--- src/rtl/bssid_filt_pkg.sv ---
// Shared register selects for the masked identifier filter.
package bssid_filt_pkg;
    typedef enum logic [1:0] {
        SEL_ADDR_LO = 2'd0,
        SEL_ADDR_HI = 2'd1,
        SEL_MASK_LO = 2'd2,
        SEL_MASK_HI = 2'd3
    } reg_sel_e;
endpackage

--- src/rtl/bssid_word_reg.sv ---
// Two-word address register.
// Holds an ADDR_W-bit value that is written as a WORD_W-bit low word and an
// upper word. The upper word takes the low bits of the write data.
// An override port takes precedence over both word writes.
// Assumes ADDR_W > WORD_W and that ADDR_W - WORD_W <= WORD_W.
module bssid_word_reg #(
    parameter int                ADDR_W  = 48,
    parameter int                WORD_W  = 32,
    parameter logic [ADDR_W-1:0] RST_VAL = '0
) (
    input  logic              clk,
    input  logic              rst_n,
    input  logic              lo_we,
    input  logic              hi_we,
    input  logic [WORD_W-1:0] wdata,
    input  logic              ovr_en,
    input  logic [ADDR_W-1:0] ovr_val,
    output logic [ADDR_W-1:0] q
);
    localparam int HI_W = ADDR_W - WORD_W;

    // Purpose: store the value, override first, then the word writes.
    always_ff @(posedge clk) begin
        if (!rst_n) begin
            q <= RST_VAL;
        end else if (ovr_en) begin
            q <= ovr_val;
        end else begin
            if (lo_we) q[WORD_W-1:0]      <= wdata;
            if (hi_we) q[ADDR_W-1:WORD_W] <= wdata[HI_W-1:0];
        end
    end
endmodule

--- src/rtl/bssid_mask_acc.sv ---
// Mask accumulator next-state logic.
// Clear forces every bit to one. Add keeps only the bits on which the station
// address and the supplied identifier agree. Pure combinational logic: the
// mask storage lives in a bssid_word_reg.
// Assumes the caller gives upd_en priority over register writes.
module bssid_mask_acc #(
    parameter int ADDR_W = 48
) (
    input  logic              clear,
    input  logic              add,
    input  logic [ADDR_W-1:0] bssid,
    input  logic [ADDR_W-1:0] mac,
    input  logic [ADDR_W-1:0] mask_q,
    output logic              upd_en,
    output logic [ADDR_W-1:0] upd_val
);
    assign upd_en = clear | add;

    // Purpose: per-bit next mask, clear over add.
    for (genvar b = 0; b < ADDR_W; b++) begin : g_bit
        assign upd_val[b] = clear ? 1'b1 : (mask_q[b] & (mac[b] ~^ bssid[b]));
    end
endmodule

--- src/rtl/bssid_match.sv ---
// Masked compare with a registered verdict.
// A frame is accepted when it differs from the station address only on
// unmasked bits. The verdict follows frame_valid by one cycle.
// Assumes mac and mask are stable register outputs.
module bssid_match #(
    parameter int ADDR_W = 48
) (
    input  logic              clk,
    input  logic              rst_n,
    input  logic              frame_valid,
    input  logic [ADDR_W-1:0] frame_bssid,
    input  logic [ADDR_W-1:0] mac,
    input  logic [ADDR_W-1:0] mask,
    output logic              accept,
    output logic              accept_valid
);
    logic hit;

    // Purpose: no masked bit may differ from the station address.
    always_comb hit = ~|((frame_bssid ^ mac) & mask);

    // Purpose: register the verdict one cycle after the strobe.
    always_ff @(posedge clk) begin
        if (!rst_n) begin
            accept       <= 1'b0;
            accept_valid <= 1'b0;
        end else begin
            accept       <= frame_valid & hit;
            accept_valid <= frame_valid;
        end
    end
endmodule

--- src/rtl/bssid_rx_filter.sv ---
// Masked receive identifier filter, top level.
// Decodes the register write port into the station address and mask words,
// drives the mask accumulator, and judges each frame identifier.
// Assumes single-cycle strobes on all control inputs.
module bssid_rx_filter
    import bssid_filt_pkg::*;
#(
    parameter int ADDR_W = 48,
    parameter int WORD_W = 32
) (
    input  logic              clk,
    input  logic              rst_n,
    input  logic              wr_en,
    input  logic [1:0]        wr_addr,
    input  logic [WORD_W-1:0] wr_data,
    input  logic              acc_clear,
    input  logic              acc_add,
    input  logic [ADDR_W-1:0] acc_bssid,
    input  logic              frame_valid,
    input  logic [ADDR_W-1:0] frame_bssid,
    output logic              accept,
    output logic              accept_valid
);
    localparam logic [ADDR_W-1:0] ALL_ONES = {ADDR_W{1'b1}};

    logic [ADDR_W-1:0] mac_q;
    logic [ADDR_W-1:0] mask_q;
    logic [ADDR_W-1:0] acc_val;
    logic              acc_en;
    logic              we_addr_lo, we_addr_hi, we_mask_lo, we_mask_hi;

    // Purpose: decode the write select into word enables.
    always_comb begin
        we_addr_lo = wr_en && (wr_addr == SEL_ADDR_LO);
        we_addr_hi = wr_en && (wr_addr == SEL_ADDR_HI);
        we_mask_lo = wr_en && (wr_addr == SEL_MASK_LO);
        we_mask_hi = wr_en && (wr_addr == SEL_MASK_HI);
    end

    bssid_word_reg #(.ADDR_W(ADDR_W), .WORD_W(WORD_W), .RST_VAL('0)) u_mac (
        .clk(clk), .rst_n(rst_n),
        .lo_we(we_addr_lo), .hi_we(we_addr_hi), .wdata(wr_data),
        .ovr_en(1'b0), .ovr_val('0), .q(mac_q)
    );

    bssid_mask_acc #(.ADDR_W(ADDR_W)) u_acc (
        .clear(acc_clear), .add(acc_add), .bssid(acc_bssid),
        .mac(mac_q), .mask_q(mask_q), .upd_en(acc_en), .upd_val(acc_val)
    );

    bssid_word_reg #(.ADDR_W(ADDR_W), .WORD_W(WORD_W), .RST_VAL(ALL_ONES)) u_mask (
        .clk(clk), .rst_n(rst_n),
        .lo_we(we_mask_lo), .hi_we(we_mask_hi), .wdata(wr_data),
        .ovr_en(acc_en), .ovr_val(acc_val), .q(mask_q)
    );

    bssid_match #(.ADDR_W(ADDR_W)) u_match (
        .clk(clk), .rst_n(rst_n),
        .frame_valid(frame_valid), .frame_bssid(frame_bssid),
        .mac(mac_q), .mask(mask_q),
        .accept(accept), .accept_valid(accept_valid)
    );
endmodule

--- config.mk ---
export PLATFORM = sky130hd
export DESIGN_NAME = bssid_rx_filter
export DESIGN_NICKNAME = d
export VERILOG_FILES = /design/src/rtl/bssid_filt_pkg.sv /design/src/rtl/bssid_word_reg.sv /design/src/rtl/bssid_mask_acc.sv /design/src/rtl/bssid_match.sv /design/src/rtl/bssid_rx_filter.sv
export SDC_FILE = /design/constraint.sdc
export NUM_CORES = 1
export LEC_CHECK = 0
export ABC_AREA = 1
export BUFFER_PORTS_ARGS = -buffer_cell sky130_fd_sc_hd__buf_2
export CAP_MARGIN = 20
export CORE_ASPECT_RATIO = 1.2
export CORE_MARGIN = 3
export CORE_UTILIZATION = 54
export DETAILED_ROUTE_END_ITERATION = 8
export PLACE_DENSITY = 0.9
export REMOVE_ABC_BUFFERS = 1
export SYNTH_ARGS = -nofsm -noshare
export SYNTH_HDL_FRONTEND = slang
export SYNTH_SLANG_ARGS = --single-unit
--- constraint.sdc ---
create_clock -name clk -period 1.24 [get_ports clk]
set_input_delay 0.124 -clock clk [delete_from_list [all_inputs] [get_ports clk]]
set_output_delay 0.124 -clock clk [all_outputs]
set_load 0.01 [all_outputs]
==> load_flow_metrics.sql <==
INSERT INTO impl_metrics (metric_group, metric, value, unit) VALUES
('yosys', 'synthesis.area_per_instance', '6.040', 'µm²'),
('die', 'core', '0.009662', 'mm²'),
('power_and_ir_drop', 'cell_pwr_density', '1184', 'mW/mm²'),
('grt', 'grt_pass1_vias', '5363', ''),
('cells_and_area', 'synthToLayoutAreaGrowth', '22.28', '%'),
('power_and_ir_drop', 'finalPower', '7860', 'µW'),
('timing', 'hold_viol', '0', ''),
('worst_setup_path', 'worstSetupStartpointType', 'flop', ''),
('die', 'num_io_pins', '138', ''),
('detailed_routing', 'remaining_antenna_violation_count', '0', ''),
('yosys', 'yosysSeqAreaShare', '36.13', '%'),
('yosys', 'synth_top_area_share', '36.13', '%'),
('timing', 'finClkSkew', '0.003922', 'ns'),
('worst_setup_path', 'crit_fanout', '5', ''),
('status', 'outcome', 'finished clean', ''),
('yosys', 'synth_flop_cell', 'sky130_fd_sc_hd__dfxtp_1', ''),
('placement', 'placed_cell_area', '0.006289', 'mm²'),
('detailed_routing', 'via_count', '5967', ''),
('power_and_ir_drop', 'seq_power_share', '44.1', '%'),
('die', 'fp-row-count', '39', ''),
('timing', 'worst_pin_slew', '0.5126', 'ns'),
('power_and_ir_drop', 'power.internal', '5768', 'µW'),
('cts', 'cts_buffers', '9', ''),
('cells_and_area', 'postLayoutCoreUtil', '68.73', '%'),
('worst_setup_path', 'r2r.worst_path.cells', '8', ''),
('yosys', 'synth-edff-count', '0', ''),
('yosys', 'netlist.top_cell.by_area', 'sky130_fd_sc_hd__dfxtp_1', ''),
('detailed_routing', 'firstDrtPassIters', '5', ''),
('grt', 'grt_antenna_before_repair', '1', ''),
('cts', 'cts.sink_count', '98', ''),
('yosys', 'synth.yosys.warnings', '0', ''),
('timing', 'finalCriticalPeriod', '1.139', 'ns'),
('cells_and_area', 'postLayoutCellArea', '0.006640', 'mm²'),
('hold_path', 'hold_depth', '3', ''),
('yosys', 'mappedNetlistArea', '0.005430', 'mm²'),
('detailed_routing', 'route.detailed.drc', '0', ''),
('grt', 'grt_max_degree', '39', ''),
('yosys', 'syn-instance-count', '899', ''),
('hold_path', 'holdCritPathClass', 'in2reg', ''),
('die', 'design.die.area', '0.01130', 'mm²'),
('worst_setup_path', 'timing.critical_path.arrival', '1.42', 'ns'),
('die', 'dieWidth', '97.54', 'µm'),
('grt', 'overflow', '0', ''),
('cts', 'htree_num_levels', '3', ''),
('detailed_routing', 'routed_wirelength', '14490', 'µm'),
('cts', 'cts.path.max_buffers', '2', ''),
('power_and_ir_drop', 'switching_share', '26.62', '%'),
('timing', 'rsz0062_at_grt', 'no', ''),
('timing', 'maxSlewHeadroom', '65.79', '%'),
('run', 'drv_cap', '0', ''),
('cts', 'cts_tree', 'done', ''),
('die', 'initial_utilization', '56.20', '%'),
('cts', 'clkSlewWorstSetupHoldPaths', '0.07', 'ns'),
('cells_and_area', 'layout-drive-gt1-share', '17.29', '%'),
('worst_setup_path', 'worstReg2RegEnd', 'u_match.accept', ''),
('cells_and_area', 'final_cells', '1159', ''),
('placement', 'post-place-cells', '1141', ''),
('timing', 'fmaxAchievable', '878.3', 'MHz'),
('yosys', 'netlist_top_cells_count', 'sky130_fd_sc_hd__nand2_1, sky130_fd_sc_hd__inv_1, sky130_fd_sc_hd__o21ai_0', ''),
('placement', 'gpl_congestion', '0.8230', ''),
('power_and_ir_drop', 'power_frac_clock', '39.1', '%'),
('worst_setup_path', 'worst_path_required', '1.52', 'ns'),
('power_and_ir_drop', 'cellLeakagePower', '0.003452', 'µW'),
('timing', 'timing.final.crit_share', '91.82', '%'),
('grt', 'groute.usage.overall', '25.61', '%'),
('worst_setup_path', 'worst_setup_path_endpoint', 'u_match.accept', ''),
('detailed_routing', 'drt-initial-drc-count', '345', ''),
('power_and_ir_drop', 'share_comb_of_total_power', '16.7', '%'),
('power_and_ir_drop', 'power.net_switching', '2092', 'µW'),
('worst_setup_path', 'crit_type', 'reg2reg', ''),
('cts', 'cts_root_buf', 'sky130_fd_sc_hd__clkbuf_16', '');
-- registers in the layout (all words and copies together), names as in the netlist --
signal / cells
u_match.accept_valid: 1
u_mask.q: 48
u_mac.q: 48
u_match.accept: 1
-- worst min-delay path by stage --
stage / start / end / slack, ns
after floorplan: frame_valid / u_match.accept_valid / 0.23
after global routing: wr_data[30] / u_mask.q[30] / 0.03
after global placement: frame_valid / u_match.accept_valid / 0.33
after CTS: wr_data[16] / u_mask.q[16] / 0.02
after detailed placement: frame_valid / u_match.accept_valid / 0.33
final: wr_data[16] / u_mask.q[16] / 0.02
-- cells by family after synthesis --
logic type | Yosys count | synth area share [%]
xor+xnor | 3 | 0.4840
compound gates | 258 | 24.15
buf+inv | 193 | 14.15
flops | 98 | 36.13
simple gates | 347 | 25.09
-- routing by layer --
layer	up-vias	GRT usage, %	wire, µm
met5	-	0	0
met4	0	11.08	333
met3	29	5.539	1232
met2	226	42.39	6868
met1	2606	32.47	6050
li1	3106	-	-
-- power groups by stage --
stage / Sequential (µW) / Clock [µW] / Combinational (µW)
after floorplan: 3510 / 0 / 726
after global placement: 3530 / 0 / 1260
after detailed placement: 3540 / 0 / 1290
after CTS: 3470 / 3080 / 1300
after global routing: 3500 / 3230 / 1510
final: 3470 / 3070 / 1320
-- metrics by stage --
| step | hold slack (ns) | worst slack [ns] |
|---|---|---|
| final | 0.01851 | 0.1015 |
| after global routing | 0.02783 | 0.000001998 |
| after CTS | 0.01721 | 0.07482 |
| after detailed placement | 0.3268 | 0.03437 |
| after global placement | 0.3253 | -0.02961 |
| after floorplan | 0.2304 | -0.2075 |
-- critical path, stage by stage (launching register included) --
cell and delay, ns:
sky130_fd_sc_hd__dfxtp_1 0.39, sky130_fd_sc_hd__nand2_1 0.07, sky130_fd_sc_hd__nand2_1 0.06, sky130_fd_sc_hd__nor2_1 0.04, sky130_fd_sc_hd__nor2_1 0.13, sky130_fd_sc_hd__nand2_1 0.09
sky130_fd_sc_hd__nor2_1 0.12, sky130_fd_sc_hd__nand3_1 0.09, sky130_fd_sc_hd__nor2_1 0.10
-- repair_timing --
action / in CTS / in global routing
hold endpoints to repair: 1 / 0
setup endpoints to repair: 0 / 1
resized for setup: 0 / 6
hold buffers: 1 / 0
-- final cells by class --
cell class                      count  area (µm²)  area share (%)
Antenna cell                        1       2.502         0.03769
Clock buffer                       12       256.5           3.863
Clock inverter                      4       73.82           1.112
Inverter                          157       589.3           8.875
Multi-Input combinational cell    608        2708           40.78
Sequential cell                    98        1963           29.56
Tap cell                          123       153.9           2.318
Timing Repair Buffer              156       893.4           13.45
-- layout by cell type, fill, tap and decap left out, drive strengths merged --
master	netlist	layout
diode	0	1
nand2	220	220
clkinv	0	2
clkbuf	18	12
o21ai	162	162
dfxtp	98	98
nor2	90	90
a21oi	80	80
xor2	3	3
nand3	36	36
bufinv	0	2
nor3	1	1
buf	18	155
inv	157	157
a31oi	16	16
dlygate4sd3	0	1
No activity file was read; power rests on OpenSTA's default activity.
